File: src/rtl/prio_enc_pkg.sv
package prio_enc_pkg;
   // width of a line number for a given line count
   function automatic int unsigned idx_width(input int unsigned lines);
      return (lines <= 2) ? 1 : $clog2(lines);
   endfunction

   // true when n is a power of two and at least two
   function automatic bit pow2_ok(input int unsigned n);
      return (n >= 2) && ((n & (n - 1)) == 0);
   endfunction

   typedef enum int unsigned {
      ENC_OR_MASK = 0,
      ENC_SCAN    = 1
   } enc_style_e;
endpackage

File: src/rtl/prio_enc_input.sv
module prio_enc_input #(
   parameter int unsigned LINES = 8
) (
   input  logic [LINES-1:0] req_n,
   input  logic             en_n,
   output logic [LINES-1:0] req_act,
   output logic             enabled,
   output logic             any_act
);
   assign enabled = ~en_n;
   assign req_act = ~req_n & {LINES{enabled}};
   assign any_act = |req_act;
endmodule

File: src/rtl/prio_enc_mask.sv
module prio_enc_mask #(
   parameter int unsigned LINES = 8
) (
   input  logic [LINES-1:0] req_act,
   output logic [LINES-1:0] winner
);
   logic [LINES-1:0] higher;

   assign higher[LINES-1] = 1'b0;
   for (genvar i = 0; i < LINES - 1; i++) begin : g_chain
      assign higher[i] = higher[i+1] | req_act[i+1];
   end

   for (genvar i = 0; i < LINES; i++) begin : g_win
      assign winner[i] = req_act[i] & ~higher[i];
   end
endmodule

File: src/rtl/prio_enc_index.sv
module prio_enc_index #(
   parameter int unsigned LINES = 8,
   parameter int unsigned STYLE = 0,
   localparam int unsigned IW   = prio_enc_pkg::idx_width(LINES)
) (
   input  logic [LINES-1:0] winner,
   output logic [IW-1:0]    index
);
   if (STYLE == prio_enc_pkg::ENC_OR_MASK) begin : g_or
      for (genvar b = 0; b < IW; b++) begin : g_bit
         logic [LINES-1:0] sel;
         for (genvar i = 0; i < LINES; i++) begin : g_sel
            assign sel[i] = winner[i] & (((i >> b) & 1) == 1);
         end
         assign index[b] = |sel;
      end
   end else begin : g_scan
      always_comb begin
         index = '0;
         for (int i = 0; i < LINES; i++) begin
            if (winner[i]) index = IW'(i);
         end
      end
   end
endmodule

File: src/rtl/prio_enc_chain.sv
module prio_enc_chain #(
   parameter int unsigned LINES = 8,
   parameter int unsigned STYLE = 0,
   localparam int unsigned IW   = prio_enc_pkg::idx_width(LINES)
) (
   input  logic [LINES-1:0] req_n,
   input  logic             en_n,
   output logic [IW-1:0]    code_n,
   output logic             grp_n,
   output logic             chain_n
);
   initial begin
      assert (prio_enc_pkg::pow2_ok(LINES))
         else $error("LINES must be a power of two, at least 2");
      assert (STYLE <= 1)
         else $error("STYLE must be 0 or 1");
   end

   logic [LINES-1:0] req_act;
   logic [LINES-1:0] winner;
   logic             enabled;
   logic             any_act;
   logic [IW-1:0]    index;

   prio_enc_input #(.LINES(LINES)) u_in (
      .req_n   (req_n),
      .en_n    (en_n),
      .req_act (req_act),
      .enabled (enabled),
      .any_act (any_act)
   );

   prio_enc_mask #(.LINES(LINES)) u_mask (
      .req_act (req_act),
      .winner  (winner)
   );

   prio_enc_index #(.LINES(LINES), .STYLE(STYLE)) u_idx (
      .winner (winner),
      .index  (index)
   );

   assign code_n  = ~index;
   assign grp_n   = ~(enabled & any_act);
   assign chain_n = ~(enabled & ~any_act);
endmodule

File: config.mk
export PLATFORM = sky130hd
export DESIGN_NAME = prio_enc_chain
export DESIGN_NICKNAME = d
export VERILOG_FILES = /design/src/rtl/prio_enc_pkg.sv /design/src/rtl/prio_enc_input.sv /design/src/rtl/prio_enc_mask.sv /design/src/rtl/prio_enc_index.sv /design/src/rtl/prio_enc_chain.sv
export SDC_FILE = /design/constraint.sdc
export NUM_CORES = 1
export LEC_CHECK = 0
export ABC_AREA = 0
export ABC_CLOCK_PERIOD_IN_PS = 800
export BUFFER_PORTS_ARGS = -buffer_cell sky130_fd_sc_hd__clkbuf_2
export CAP_MARGIN = 20
export CORE_AREA = 2 2 39 41
export DETAILED_ROUTE_END_ITERATION = 12
export DIE_AREA = 0 0 41 43
export SLEW_MARGIN = 20
export SYNTH_ARGS = -nofsm -noshare
export SYNTH_HDL_FRONTEND = slang
export SYNTH_SLANG_ARGS = --single-unit
File: constraint.sdc
create_clock -name vclk -period 0.8
set_input_delay 0.12 -clock vclk [all_inputs]
set_output_delay 0.12 -clock vclk [all_outputs]
set_load 0.005 [all_outputs]
# Word level (Yosys, flattened, before mapping)
# Cells that the tools add are included.
[word_totals]
ff_bits = 0
output_inout_bits = 5
elab_cells = 30
[classes]
bitwise_logic = 26
reduce_logical = 4
[op_table]
columns = ["operator", "count"]
rows = [
  ["4-bit OR reduction", 3],
  ["1-bit inverter", 10],
  ["1-bit AND", 8],
  ["8-bit AND", 1],
  ["8-bit inverter", 1],
  ["8-bit OR reduction", 1],
  ["1-bit bitwise OR", 5],
  ["3-bit inverter", 1],
]

# Longest topological paths before layout
# Gate-level depths: netlist of run 1.
[logic_depth]
word_depth = 11
depth_mapped = 3
depth_no_buf = 3

# Cells and area by module
# A second synthesis of run 1 with hierarchy kept.
[unflattened]
cells_unflattened = 31
hier_area_um2 = 188.9
[modules_own_cells]
columns = ["mod", "instances", "cells_each", "area_each_um2", "seq_area_each_um2"]
rows = [
  ["prio_enc_mask", 1, 10, 80.1, 0.0],
  ["prio_enc_input", 1, 13, 65.1, 0.0],
  ["prio_enc_index", 1, 3, 22.5, 0.0],
  ["prio_enc_chain", 1, 5, 21.3, 0.0],
]

# Least setup slack after synthesis of run 1
# No wires, ideal clock.
[synth_path]
path_kind = "input to output"
startpoint = "input req_n[6]"
endpoint = "output chain_n"
arrival_time_ps = 588
setup_slack_ps = 92
path_stages = 2
path_buffers = 0
cell_sequence = "nand4_1 -> or3_1"
[synth_via]
elab_chain_cells = 6
[synth_rtl]
columns = ["item", "line", "text"]
rows = [
  ["start: declaration", "prio_enc_chain.sv:6", "input logic [LINES-1:0] req_n,"],
  ["8-bit inverter", "prio_enc_input.sv:11", "assign req_act = ~req_n & {LINES{enabled}};"],
  ["8-bit AND", "prio_enc_input.sv:11", ""],
  ["8-bit OR reduction", "prio_enc_input.sv:12", "assign any_act = |req_act;"],
  ["1-bit inverter", "prio_enc_chain.sv:45", "assign chain_n = ~(enabled & ~any_act);"],
  ["1-bit AND", "prio_enc_chain.sv:45", ""],
  ["1-bit inverter", "prio_enc_chain.sv:45", ""],
  ["end: declaration", "prio_enc_chain.sv:10", "output logic chain_n"],
]
# No other way between the ends.

# Final worst setup path of run 1
[layout_path]
startpoint = "input req_n[5]"
endpoint = "output chain_n"
# Same word-level chain as after synthesis.

==> summary.md, run 1 <==
| Metric | Value |
|---|---|
| Outcome | complete, but fails checks |
| Failing checks | negative setup slack |
| N_diodes | 0 |
| Ranking of synthesized cells by area | a221oi_2, nand4_1, a31o_2 |
| WP data required | 0.68 ns |
| Final setup TNS | -0.274 ns |
| Crit path kind | in -> out |
| Yosys cell types | 12 |
| Vias in the first global route | 155 |
| Total GRT Usage | 4.10% |
| Peak Freq | 1100 MHz |
| Remaining DRCs | 0 |
| Grt ovf | 0 |
| Sequential cells | 0 |
| Worst path top cell family by delay | simple AND/OR/NAND/NOR gates |
| Critical path endpoint category | primary output |
| Cts hold-fix bufs | 0 |
| Detailed placer's ending HPWL | 330 um |
| Row count | 14 |
| Synth-to-Final Area Change | 210% |
| Register area | 0 um^2 |
| Cells along the critical path | buf_6, nand4_1, or3_1, clkbuf_2 |
| Worst Setup Start Kind | input port |
| Endpoints failing setup | 4 |
| Final ANT Viol Nets | 0 |
| Final worst slack | -0.110 ns |
| GPL Wtd Cong | 0.541 |
| # IOs | 14 |
| Slew HR | 88.1% |
| Layout cells sized above 1 | 65.7% |
| Most frequent cells in the layout | clkbuf_2, buf_4, buf_6 |
| Fin crit period | 0.910 ns |
| Max-Cap Viols | 0 |
| CORE AREA | 1380 um^2 |
| Initial DRC count | 0 |
| Sequential share of the synthesized area | 0% |
| Die Y | 43 um |
| M1 wire length | 161 um |
| Total Routed Length | 397 um |
| Worst Hold Class | in -> out |
| IO buf count | 14 |
| Fin. max-slew vios | 0 |
| CP max stage delay | 0.38 ns |
| Largest net degree at the start of global routing | 6 |
| Fill cells | 154 |
| Pwr dens | 434 nW/um^2 |
| Yosys warns | 0 |
| Syn_area_per_cell | 6.52 um^2 |
| Average routed wire per standard cell | 7.78 um |
| Leading area contributor after synthesis | a221oi_2 |
| Global-route wire length before repair | 545 um |
| Clock buffer cells | 0 |
| WL met3 | 31 um |
| Worst path slowest cell | or3_1 |
| Fin cells | 51 |
| Slew @ Worst Pin | 0.178 ns |
| Synth Instances | 14 |
| Maximum VDD drop | 0.0675 mV |
| Inst Count DP | 50 |
| Net Count, Synth | 23 |
| Pre-Repair DR Iteration Count | 1 |
| Nets | 46 |
| Cell Area, Synth | 91.3 um^2 |
| Initial antenna violation count | 0 |
| DR vias | 181 |
| Crit path DAT | 0.79 ns |
| WHS | 0.496 ns |
| Critical path peak fanout | 2 |
| Final Core Density | 20.4% |
| Fin crit share | 114% |
| Total Power | 123 uW |
| Top sig layer | met3 |
| DIE AREA | 1760 um^2 |
| Initial Util | 6.60% |
| Chip Width | 41 um |
| Average vias per placed instance | 3.55 |
| Lkg Pwr | 0.141 nW |
| RSZ-0062 raised after global routing | yes |
| Met2 Routed Length | 204 um |
| Buf/Inv on CP | 2 |
| Fin. Hold Viols | 0 |
| Share of the synthesized area in the top cell type | 16.4% |
## kinds of logic after synthesis
kind of cell	after synthesis	synth area share, %
and+or+nand+nor	9	56.2
AOI/OAI and AO/OA	4	39.7
buffers and inverters	1	4.11
## worst paths after layout
kind,from,cells after the start,end
max,req_n[5],4,chain_n
min,en_n,3,code_n[2]
## synthesized netlist by cell type
cell type  count
a221oi_2       1
a31o_2         1
and3b_1        1
inv_1          1
nand2_1        1
nand3_1        1
nand4_1        2
nor2_1         2
o21ai_0        1
o21bai_1       1
or2b_1         1
or3_1          1
## per-stage QoR
step | instance area [um^2] | setup WS, ns
5_1_grt | 283 | -0.146
4_1_cts | 255 | -0.121
2_1_floorplan | 91.3 | 0.0916
3_3_place_gp | 226 | -0.155
3_5_place_dp | 226 | -0.157
6_report | 283 | -0.110
## layer usage
metal  GRT usage, %  vias up
met2           8.44        8
li1               -       97
met5              0        -
met4              0        0
met1           4.43       76
met3              0        0
## report_power, final
group | total [mW] | internal [mW] | switching (mW)
combinational | 0.123 | 0.0820 | 0.0408
clock | 0 | 0 | 0
sequential | 0 | 0 | 0
## repair_timing
action,4_1_cts,5_1_grt
resized for setup,4,9
setup buffers,1,0
pin swaps,5,4
gates cloned,0,0
hold endpoints to repair,0,0
setup endpoints to repair,5,5
## area by class of cell
class                           count  area, um^2  area share [%]
Inverter                            1        3.75            1.33
Timing Repair Buffer               21         171            60.6
Multi-Input combinational cell     13        87.6            31.0
Tap cell                           16        20.0            7.08
No activity file was read; power rests on OpenSTA's default activity.
==> run 2: changes to the inputs <==
Settings changed: CORE_AREA 2 2 39 41 to 10 10 47 49, DIE_AREA 0 0 41 43 to 0 0 57 59.
==> run 2 against run 1 <==
Net effect: the run still ends with negative setup slack left; first-iteration DRC count grew 2; global-route usage shrank 1.2 points; flip-flop and latch count did not move; non-clock buffer count is the same; critical endpoint is now code_n[0]; via count is 6.1% higher; worst hold slack gained 0.045 ns; critical path type unchanged; fmax down 0.19%; sequential share of layout area unchanged; clock-buffer cell count did not move; power is 13% higher; final cell count stayed put; core utilization increased by 1.8 points.
==> summary.md, run 2 (synthesized netlist as in run 1, its figures left out) <==
| Metric | Value |
|---|---|
| Critical path endpoint category | primary output (unchanged) |
| Peak Freq | 1100 MHz (about the same) |
| Fin crit period | 0.911 ns (was 0.910 ns) |
| Initial Util | 6.52% (was 6.60%) |
| Fin crit share | 114% (about the same) |
| Most frequent cells in the layout | buf_6, clkbuf_2, buf_4 (was clkbuf_2, buf_4, buf_6) |
| CORE AREA | 1400 um^2 (was 1380 um^2) |
| Initial DRC count | 2 (was 0) |
| Cts hold-fix bufs | 0 (unchanged) |
| Detailed placer's ending HPWL | 485 um (was 330 um) |
| Pwr dens | 446 nW/um^2 (was 434 nW/um^2) |
| DR vias | 192 (was 181) |
| DIE AREA | 3360 um^2 (was 1760 um^2) |
| Row count | 14 (unchanged) |
| Outcome | complete, but fails checks (unchanged) |
| Initial antenna violation count | 0 (unchanged) |
| Worst Hold Depth | 3 (unchanged) |
| Worst Hold Class | in -> out (unchanged) |
| Total Power | 139 uW (was 123 uW) |
| Remaining DRCs | 0 (unchanged) |
| Final ANT Viol Nets | 0 (unchanged) |
| Sequential cells | 0 (unchanged) |
| Grt ovf | 0 (unchanged) |
| Slew HR | 88.4% (was 88.1%) |
| Failing checks | negative setup slack (unchanged) |
| Layout cells sized above 1 | 71.4% (was 65.7%) |
| RSZ-0062 raised after global routing | yes (unchanged) |
| Total Routed Length | 533 um (was 397 um) |
| Die Y | 59 um (was 43 um) |
| Inst Count DP | 51 (was 50) |
| Fin cells | 51 (unchanged) |
| Register area | 0 um^2 (unchanged) |
| Fin. max-slew vios | 0 (unchanged) |
| Average vias per placed instance | 3.76 (was 3.55) |
| N_diodes | 0 (unchanged) |
| Global-route wire length before repair | 862 um (was 545 um) |
| WP data required | 0.68 ns (about the same) |
| Worst Hold Path EP | code_n[2] (unchanged) |
| Crit path DAT | 0.79 ns (about the same) |
| Synth-to-Final Area Change | 241% (was 210%) |
| Lkg Pwr | 0.152 nW (was 0.141 nW) |
| Fin. Hold Viols | 0 (unchanged) |
| Critical path peak fanout | 5 (was 2) |
| Setup bufs post-CTS | 0 (was 1) |
| Worst Setup Start Kind | input port (unchanged) |
| Maximum VDD drop | 0.0623 mV (was 0.0675 mV) |
| IO buf count | 14 (unchanged) |
| Largest net degree at the start of global routing | 6 (unchanged) |
| Chip Width | 57 um (was 41 um) |
| Fill cells | 160 (was 154) |
| Nets | 46 (unchanged) |
| Clock buffer cells | 0 (unchanged) |
| Worst Hold Launch | en_n (unchanged) |
| Endpoints failing setup | 4 (unchanged) |
| Final setup TNS | -0.280 ns (was -0.274 ns) |
| Vias in the first global route | 184 (was 155) |
| Slew @ Worst Pin | 0.172 ns (was 0.178 ns) |
| Crit path kind | in -> out (unchanged) |
| Average routed wire per standard cell | 10.5 um (was 7.78 um) |
| Final Core Density | 22.2% (was 20.4%) |
| Final worst slack | -0.111 ns (was -0.110 ns) |
| Max-Cap Viols | 0 (unchanged) |
| WHS | 0.541 ns (was 0.496 ns) |
| # IOs | 14 (unchanged) |
| Pre-Repair DR Iteration Count | 3 (was 1) |
| Most common cell after layout, fill and taps aside | buf_6 |
| GPL Wtd Cong | 0.735 (was 0.541) |
| Total GRT Usage | 2.94% (was 4.10%) |
## run 2: changes by cell type in the layout (fill, tap and decap cells not counted)
cell	delta
nand3_2	+1
clkbuf_2	-2
nand3_1	-1
buf_2	+1
clkbuf_8	+1
nand2_1	-1
buf_4	-2
buf_6	+2
nand2_4	+1
## run 2: critical path: stages
cell and delay (ns):
clkbuf_8 0.11, and3b_1 0.18, a221oi_2 0.23, buf_2 0.15
## run 2: routing by layer
metal	vias to the layer above	track usage [%]	routed length, um
met5	-	0	0
met4	0	0	0
met3	0	1.29	73
met2	9	5.89	271
met1	86	2.86	187
li1	97	-	-
## run 2: area by class of cell
cell class / count / area, um^2 / area share, %
Inverter: 1 / 3.75 / 1.20
Multi-Input combinational cell: 13 / 100 / 32.1
Tap cell: 16 / 20.0 / 6.43
Timing Repair Buffer: 21 / 188 / 60.2
## run 2: report_power, final
part | internal (mW) | switching (mW) | total [mW]
clock network | 0 | 0 | 0
logic | 0.0915 | 0.0474 | 0.139
registers | 0 | 0 | 0
total | 0.0915 | 0.0474 | 0.139
## run 2: how the worst max path moves through the flow
stage / from / end / slack [ns] / depth (start not counted)
after floorplan: req_n[6] / chain_n / 0.09 / 2
after global placement: en_n / code_n[0] / -0.16 / 4
after CTS: req_n[4] / chain_n / -0.13 / 4
after detailed placement: en_n / code_n[0] / -0.16 / 4
final: en_n / code_n[0] / -0.11 / 4
after global routing: en_n / code_n[0] / -0.16 / 4
## run 2: repair_timing
action                     4_1_cts  5_1_grt
resized for setup                7       15
setup endpoints to repair        5        5
pin swaps                        5        3
## run 2: through the flow
stage               setup WS (ns)  area, um^2
floorplan                  0.0916        91.3
global placement           -0.160         234
detailed placement         -0.164         234
CTS                        -0.127         270
global route               -0.164         312
finish                     -0.111         312
